### config.mk
export PLATFORM = sky130hd
export DESIGN_NAME = quad_trig_sampler
export DESIGN_NICKNAME = d
export VERILOG_FILES = /design/src/rtl/quad_trig_sampler.sv
export SDC_FILE = /design/constraint.sdc
export NUM_CORES = 1
export LEC_CHECK = 0
export CORE_MARGIN = 10
export CORE_UTILIZATION = 40
export CTS_CLUSTER_SIZE = 12
export DETAILED_ROUTE_END_ITERATION = 8
export GPL_ROUTABILITY_DRIVEN = 0
export GPL_TIMING_DRIVEN = 0
export SYNTH_ARGS = -nofsm -noshare
export SYNTH_HDL_FRONTEND = slang
export SYNTH_SLANG_ARGS = --single-unit
export TNS_END_PERCENT = 50
### constraint.sdc
create_clock -name clk -period 12.33 [get_ports clk]
set_input_delay 2.466 -clock clk [delete_from_list [all_inputs] [get_ports clk]]
set_output_delay 2.466 -clock clk [all_outputs]
set_load 0.02 [all_outputs]
### src/rtl/quad_trig_sampler.sv
module quad_trig_sampler #(
  parameter int POS_W   = 32,
  parameter int TS_W    = 64,
  parameter int FRAME_W = 32,
  parameter int DROP_W  = 16,
  parameter int DEPTH   = 8,
  parameter int FLT_W   = 4
) (
  input  logic               clk,
  input  logic               rst_n,
  input  logic               enc_a,
  input  logic               enc_b,
  input  logic [FLT_W-1:0]   glitch_len,
  input  logic               trig,
  input  logic               clr_readout,
  input  logic               rec_ready,
  output logic               rec_valid,
  output logic [POS_W-1:0]   rec_pos,
  output logic [TS_W-1:0]    rec_ts,
  output logic [FRAME_W-1:0] rec_frame,
  output logic [DROP_W-1:0]  drop_count,
  output logic               seq_err
);

  localparam int AW    = (DEPTH > 1) ? $clog2(DEPTH) : 1;
  localparam int REC_W = POS_W + TS_W + FRAME_W;
  localparam logic [AW:0]      FULL_GAP  = {1'b1, {AW{1'b0}}};
  localparam logic [AW:0]      PTR_ONE   = 1;
  localparam logic [POS_W-1:0] POS_ONE   = 1;
  localparam logic [TS_W-1:0]  TS_ONE    = 1;
  localparam logic [FRAME_W-1:0] FRM_ONE = 1;
  localparam logic [DROP_W-1:0] DRP_ONE  = 1;
  localparam logic [FLT_W-1:0] FLT_ONE   = 1;

  // input conditioning
  logic [1:0] sync1, sync2, flt, prev;
  logic [FLT_W-1:0] fcnt [2];
  logic [1:0] prime;
  logic primed;

  assign primed = (prime == 2'd3);

  always_ff @(posedge clk) begin
    if (!rst_n) begin
      sync1 <= 2'b00;
      sync2 <= 2'b00;
      prime <= 2'd0;
    end else begin
      sync1 <= {enc_a, enc_b};
      sync2 <= sync1;
      if (!primed) prime <= prime + 2'd1;
    end
  end

  always_ff @(posedge clk) begin
    if (!rst_n) begin
      flt  <= 2'b00;
      prev <= 2'b00;
      for (int i = 0; i < 2; i++) fcnt[i] <= '0;
    end else if (!primed) begin
      flt  <= sync2;
      prev <= sync2;
      for (int i = 0; i < 2; i++) fcnt[i] <= '0;
    end else begin
      prev <= flt;
      for (int i = 0; i < 2; i++) begin
        if (sync2[i] == flt[i]) begin
          fcnt[i] <= '0;
        end else if (fcnt[i] >= glitch_len) begin
          flt[i]  <= sync2[i];
          fcnt[i] <= '0;
        end else begin
          fcnt[i] <= fcnt[i] + FLT_ONE;
        end
      end
    end
  end

  // x4 decoder: phase index {B, A^B} runs 0,1,2,3 in the forward direction
  logic [1:0] idx_now, idx_old, dstep;
  logic [POS_W-1:0] pos;

  assign idx_now = {flt[0], flt[1] ^ flt[0]};
  assign idx_old = {prev[0], prev[1] ^ prev[0]};
  assign dstep   = idx_now - idx_old;

  always_ff @(posedge clk) begin
    if (!rst_n) begin
      pos <= '0;
    end else if (primed) begin
      if (dstep == 2'd1)      pos <= pos + POS_ONE;
      else if (dstep == 2'd3) pos <= pos - POS_ONE;
    end
  end

  always_ff @(posedge clk) begin
    if (!rst_n || clr_readout) seq_err <= 1'b0;
    else if (primed && dstep == 2'd2) seq_err <= 1'b1;
  end

  // trigger capture
  logic trig_d, trig_rise;
  logic [TS_W-1:0] ts;
  logic [FRAME_W-1:0] frame;

  assign trig_rise = trig && !trig_d && !clr_readout;

  always_ff @(posedge clk) begin
    if (!rst_n) begin
      trig_d <= 1'b0;
      ts     <= '0;
    end else begin
      trig_d <= trig;
      ts     <= ts + TS_ONE;
    end
  end

  always_ff @(posedge clk) begin
    if (!rst_n || clr_readout) frame <= '0;
    else if (trig_rise)        frame <= frame + FRM_ONE;
  end

  // record queue
  logic [REC_W-1:0] mem [DEPTH];
  logic [AW:0] wr_ptr, rd_ptr;
  logic full, push, pop;

  assign full      = ((wr_ptr ^ rd_ptr) == FULL_GAP);
  assign rec_valid = (wr_ptr != rd_ptr);
  assign push      = trig_rise && !full;
  assign pop       = rec_valid && rec_ready && !clr_readout;
  assign {rec_pos, rec_ts, rec_frame} = mem[rd_ptr[AW-1:0]];

  always_ff @(posedge clk) begin
    if (push) mem[wr_ptr[AW-1:0]] <= {pos, ts, frame};
  end

  always_ff @(posedge clk) begin
    if (!rst_n || clr_readout) begin
      wr_ptr     <= '0;
      rd_ptr     <= '0;
      drop_count <= '0;
    end else begin
      if (push) wr_ptr <= wr_ptr + PTR_ONE;
      if (pop)  rd_ptr <= rd_ptr + PTR_ONE;
      if (trig_rise && full) drop_count <= drop_count + DRP_ONE;
    end
  end

  p_pos_unit_step_r2: assert property (@(posedge clk) disable iff (!rst_n)
    1'b1 |=> (pos == $past(pos) || pos == $past(pos) + POS_ONE || pos == $past(pos) - POS_ONE));

  p_err_sticky_r4: assert property (@(posedge clk) disable iff (!rst_n)
    (seq_err && !clr_readout) |=> seq_err);

  p_frame_restart_r7: assert property (@(posedge clk) disable iff (!rst_n)
    clr_readout |=> (frame == '0));

  p_drop_on_full_r8: assert property (@(posedge clk) disable iff (!rst_n)
    (trig_rise && full) |=> (drop_count == $past(drop_count) + DRP_ONE) && rec_valid);

  p_hold_stalled_r9: assert property (@(posedge clk) disable iff (!rst_n)
    (rec_valid && !rec_ready && !clr_readout) |=>
      (rec_valid && $stable(rec_pos) && $stable(rec_ts) && $stable(rec_frame)));

  p_clear_empties_r10: assert property (@(posedge clk) disable iff (!rst_n)
    clr_readout |=> (!rec_valid && drop_count == '0 && !seq_err));

endmodule

## Word-level counts from Yosys, hierarchy flattened

Memory sizes are Yosys's and may differ from the RTL's. A register that Yosys moved wholly into a read port is not among the register bits.
Cells that the tools add are included.

- $add $sub $neg: 11
- $lt $le $gt $ge: 2
- Equal/unequal tests: 12
- Muxes and demuxes: 52
- Bitwise logic cells: 11
- Reduce and logical (&&, ||, !) cells: 16

Operator list:

| operator | count |
|---|---|
| $add 32x1->32 const B | 2 |
| $add 64x1->64 const B | 1 |
| $mux 32 | 2 |
| $mux 1 | 38 |
| $mux 4 | 8 |
| $sub 32x1->32 const B | 1 |
| $add 16x1->16 const B | 1 |
| $add 4x1->4 const B | 4 |
| $ge 4x4->1 | 2 |
| $or 1x1->1 | 8 |
| $logic_and 1x1->1 | 7 |
| $eq 2x2->1 const B | 3 |
| $mux 3 | 2 |
| $reduce_and 2->1 | 3 |
| $eq 4x4->1 const B | 1 |
| $logic_not 1->1 | 4 |
| $mux 2 | 2 |
| $ne 2x1->1 const B | 2 |
| $ne 2x2->1 const B | 2 |
| $ne 4x4->1 | 1 |
| $xor 4x4->4 | 1 |
| $add 2x1->2 const B | 1 |
| $eq 1x1->1 | 2 |
| $eq 2x1->1 const B | 1 |
| 4 further kinds | 5 |

- Bits in registers: 164
- Memory bits (writable): 1032
- Input port bits: 11
- Memories: 2

Memories:

| name | words | bits a word | rd ports | clocked after Yosys merged registers in | wr ports | line | text |
|---|---|---|---|---|---|---|---|
| mem | 8 | 128 | 1 | 1 | 1 | 124 | `logic [REC_W-1:0] mem [DEPTH];` |
| fcnt | 2 | 4 | 2 | 0 | 2 | 37 | `logic [FLT_W-1:0] fcnt [2];` |

## Logic depth before layout (Yosys ltp)

- Depth in word-level cells: 8
- Mapped depth: 16

## Worst setup path before layout

OpenSTA, ideal clock, no wires.

- Path kind: input port to flip-flop
- Start point: in clr_readout
- End point: mem mem[4][0] (netlist bit), enable pin
- Arrival: 12.563 ns
- Path slack: -1.031 ns
- Stages on the path: 4
- Path buffers: 0
- Cells stage by stage: nor3b_1 -> and2_1 -> nand2b_1 -> nor3b_1

- Cells in the longest elaborated chain, start to end: 5

RTL lines:

| element | line | text |
|---|---|---|
| start, declared | 15 | `input logic clr_readout,` |
| $logic_not 1->1 | 106 | `assign trig_rise = trig && !trig_d && !clr_readout;` |
| $logic_and 1x1->1 | 106 |  |
| $logic_and 1x1->1 | 130 | `assign push = trig_rise && !full;` |
| $mux 1 | 135 | `if (push) mem[wr_ptr[AW-1:0]] <= {pos, ts, frame};` |
| $mux 1 (implied by the code) | 135 |  |
| end, declared | 124 |  |

No other way between the ends.

==> impl_results.md <==
- Status: completed
- PostCTS Resize Cnt: 0
- Number of setup buffers added after CTS: 0
- Initial Util: 0.402
- Wire length per cell: 24.3 µm
- Critical Path Max Stage Delay: 1.05 ns
- Vias in the first global route: 26000
- PortBufs: 156
- DR pass1 iterations: 5
- DP Wirelength: 75700 µm
- Starting DRC count in detailed routing: 1932
- Routed vias/inst: 5.35
- ANT nets after route: 0
- Nets: 3022
- Initial antenna violation count: 6
- Area grow syn2layout: 19.5%
- Fin cells: 4606
- Worst skew pair latency: 0.74 ns
- Synth Flop Type: edfxtp_1
- Pwr dens: 150 mW/mm²
- Mapped Cells: 2552
- First-pass GRT wire length: 167000 µm
- Clock transition at path regs: 0.06 ns
- Die ar.: 0.133 mm²
- Startpoint Class: flip-flop
- Worst min path class: reg -> reg
- WHS: 0.450 ns
- Mapped Area: 0.0475 mm²
- Crit-path cells: clkbuf_1 -> clkbuf_1 -> buf_1 -> mux4_2 -> mux2_2 -> clkdlybuf4s50_1
- Worst Path Max Fanout: 10
- CTS Buffer Depth: 3
- Sequential fraction of the synthesis area: 0.723
- CTS H-tree depth: 4
- Critical Path RT: 9.86 ns
- Overall Power: 8.52 mW
- Vias: 24700
- Arr. time, crit path: 4.74 ns
- Leakage: 18.4 nW
- Crit-path most repeated cell: clkbuf_1
- CTS Buf Count: 132
- TritonCTS clock tree: yes
- #FFs+latches synth: 1199
- Yosys cell types: 63
- Gr usage total: 0.168
- Finished Cell Area: 0.0567 mm²
- Die width: 364 µm
- Hold Fails Final Rpt: 0
- Core Rows: 126
- Final Setup Violations: 0
- VDD IR-drop max: 0.120 mV
- Final WL: 112000 µm
- I/O pin cnt: 157
- Root Driver: clkbuf_16
- Clk_skew: 0.0259 ns
- Yosys Warn Count: 0
- RSZ-0062 raised after global routing: no
- Tmin final: 7.21 ns
- Grt total ovfl: 0
- Family with the most delay on the worst path: buffers and inverters
- Mean Syn Cell Area: 18.6 µm²
- Maxcap violations: 0
- Asr flop ratio synth: 0
- Final Util: 0.481
- Hold buffers post-CTS: 0
- CP Buf/Inv Count: 4
- Fin crit share: 0.585
- Placed cell count: 4362
- Critical-path top delay cell: clkbuf_1
- Slew margin rel.: 0.0666
- Crit. End Element: output port
- Placed Instance Area: 0.0525 mm²
- Tightest Pin Transition: 1.40 ns
- Crit path kind: reg -> out
- FMAX: 139 MHz
- Residual DRC count: 0
- Clock tree sinks: 1199
- CORE AREA: 0.118 mm²
- Vert. Die Dim: 364 µm
- Max Slew Vio Count: 0
- Layout cells sized above 1: 0.229
- Pin count of the biggest net entering global routing: 35
- Post-synth EDFFs: 1032
state kept, by name, summed over array words and instances, names as in the netlist, named ones only:
name,count
rd_ptr,4
prime,2
pos,32
sync2,2
drop_count,16
trig_d,1
sync1,2
flt,2
fcnt,8
ts,64
mem,1024
seq_err,1
frame,32
wr_ptr,4
prev,2
cell usage after synthesis (7+ instances only):
cell	instances	share of area
nor2_1	91	0.0072
nand2_1	116	0.0092
nor2b_1	19	0.0025
edfxtp_1	1032	0.65
ha_1	50	0.013
mux2i_1	9	0.0019
and2_1	81	0.011
and3_1	25	0.0033
nand4_1	30	0.0040
o21a_1	7	0.0011
a21o_1	13	0.0021
nand2b_1	11	0.0015
nand3_1	42	0.0044
a21oi_1	43	0.0045
dfxtp_1	167	0.070
xor2_1	62	0.011
and4_1	9	0.0017
xnor2_1	72	0.013
nor3_1	9	0.00095
buf_1	29	0.0023
clkbuf_1	77	0.0061
or3_1	13	0.0017
o211ai_1	7	0.0011
a21boi_0	9	0.0014
o21ai_0	60	0.0063
inv_1	21	0.0017
mux2_2	128	0.030
mux4_2	256	0.12
kinds of logic (layout without fill, tap and decap cells):
| logic type | after synthesis | in the layout | share of synthesized area |
|---|---|---|---|
| muxes | 393 | 393 | 0.154 |
| buffers and inverters | 131 | 641 | 0.0107 |
| other | 1 | 9 | 0.0000790 |
| xor gates and xnor gates | 134 | 134 | 0.0247 |
| DFF | 1199 | 1199 | 0.723 |
| adders and majority gates | 51 | 51 | 0.0136 |
| AOI/OAI and AO/OA | 168 | 168 | 0.0216 |
| and+or+nand+nor | 475 | 475 | 0.0521 |
power breakdown:
group          switching, mW  internal [mW]
logic                  0.178          0.125
clock network           1.54           2.28
registers             0.0174           4.38
placed cells by master (no fill, tap or decap), drive strengths merged, types with 8 or more instances in the layout:
master / count
edfxtp: 1032
ha: 50
and2: 81
conb: 8
nand2b: 12
clkdlybuf4s50: 156
buf: 144
mux2: 128
nor2b: 19
and3: 26
a21boi: 11
nor2: 91
a21o: 13
clkbuf: 275
inv: 28
xnor2: 72
o21ai: 60
xor2: 62
nor3: 9
or3: 18
and4: 9
nand4: 30
mux4: 256
mux2i: 9
clkinv: 31
nand3: 43
dfxtp: 167
a21oi: 43
nand2: 116
area by class of cell:
cell class,instances,area (µm²)
flip-flops and latches,1199,34300
inverters,21,78.8
repair buffers,267,3010
plain buffers,110,430
multi-input cells,1229,12700
well taps,1536,1920
diodes,1,2.50
clock inverters,45,463
fillers,9670,61200
clock buffers,198,3790
stage by stage:
step                setup slack [ns]   TNS, ns
floorplan                      -1.03   -474.38
global placement              -13.35  -9389.02
detailed placement              5.73         0
CTS                             4.94         0
global route                    4.88         0
finish                          5.12         0
metal layers:
layer  track usage  wire length, µm  vias to the layer above
met5             0               22                        -
met4        0.0560             3100                        4
met3        0.0384             7000                      179
met2         0.284            55700                      685
met1         0.213            45900                    12800
li1              -                -                    11000
final timing paths:
kind                  startpoint                   end  slack, ns  cells after the start
max                    flip-flop          rec_frame[3]       5.12                      6
min          sync1[1]$_SDFF_PN0_   sync2[1]$_SDFF_PN0_       0.45                      1
max reg2reg  flt[0]$_SDFFE_PN0P_  pos[30]$_SDFFE_PN0P_       7.17                     16
min reg2reg  sync1[1]$_SDFF_PN0_   sync2[1]$_SDFF_PN0_       0.45                      1
Note: power is estimated with default switching activity, not from simulation.
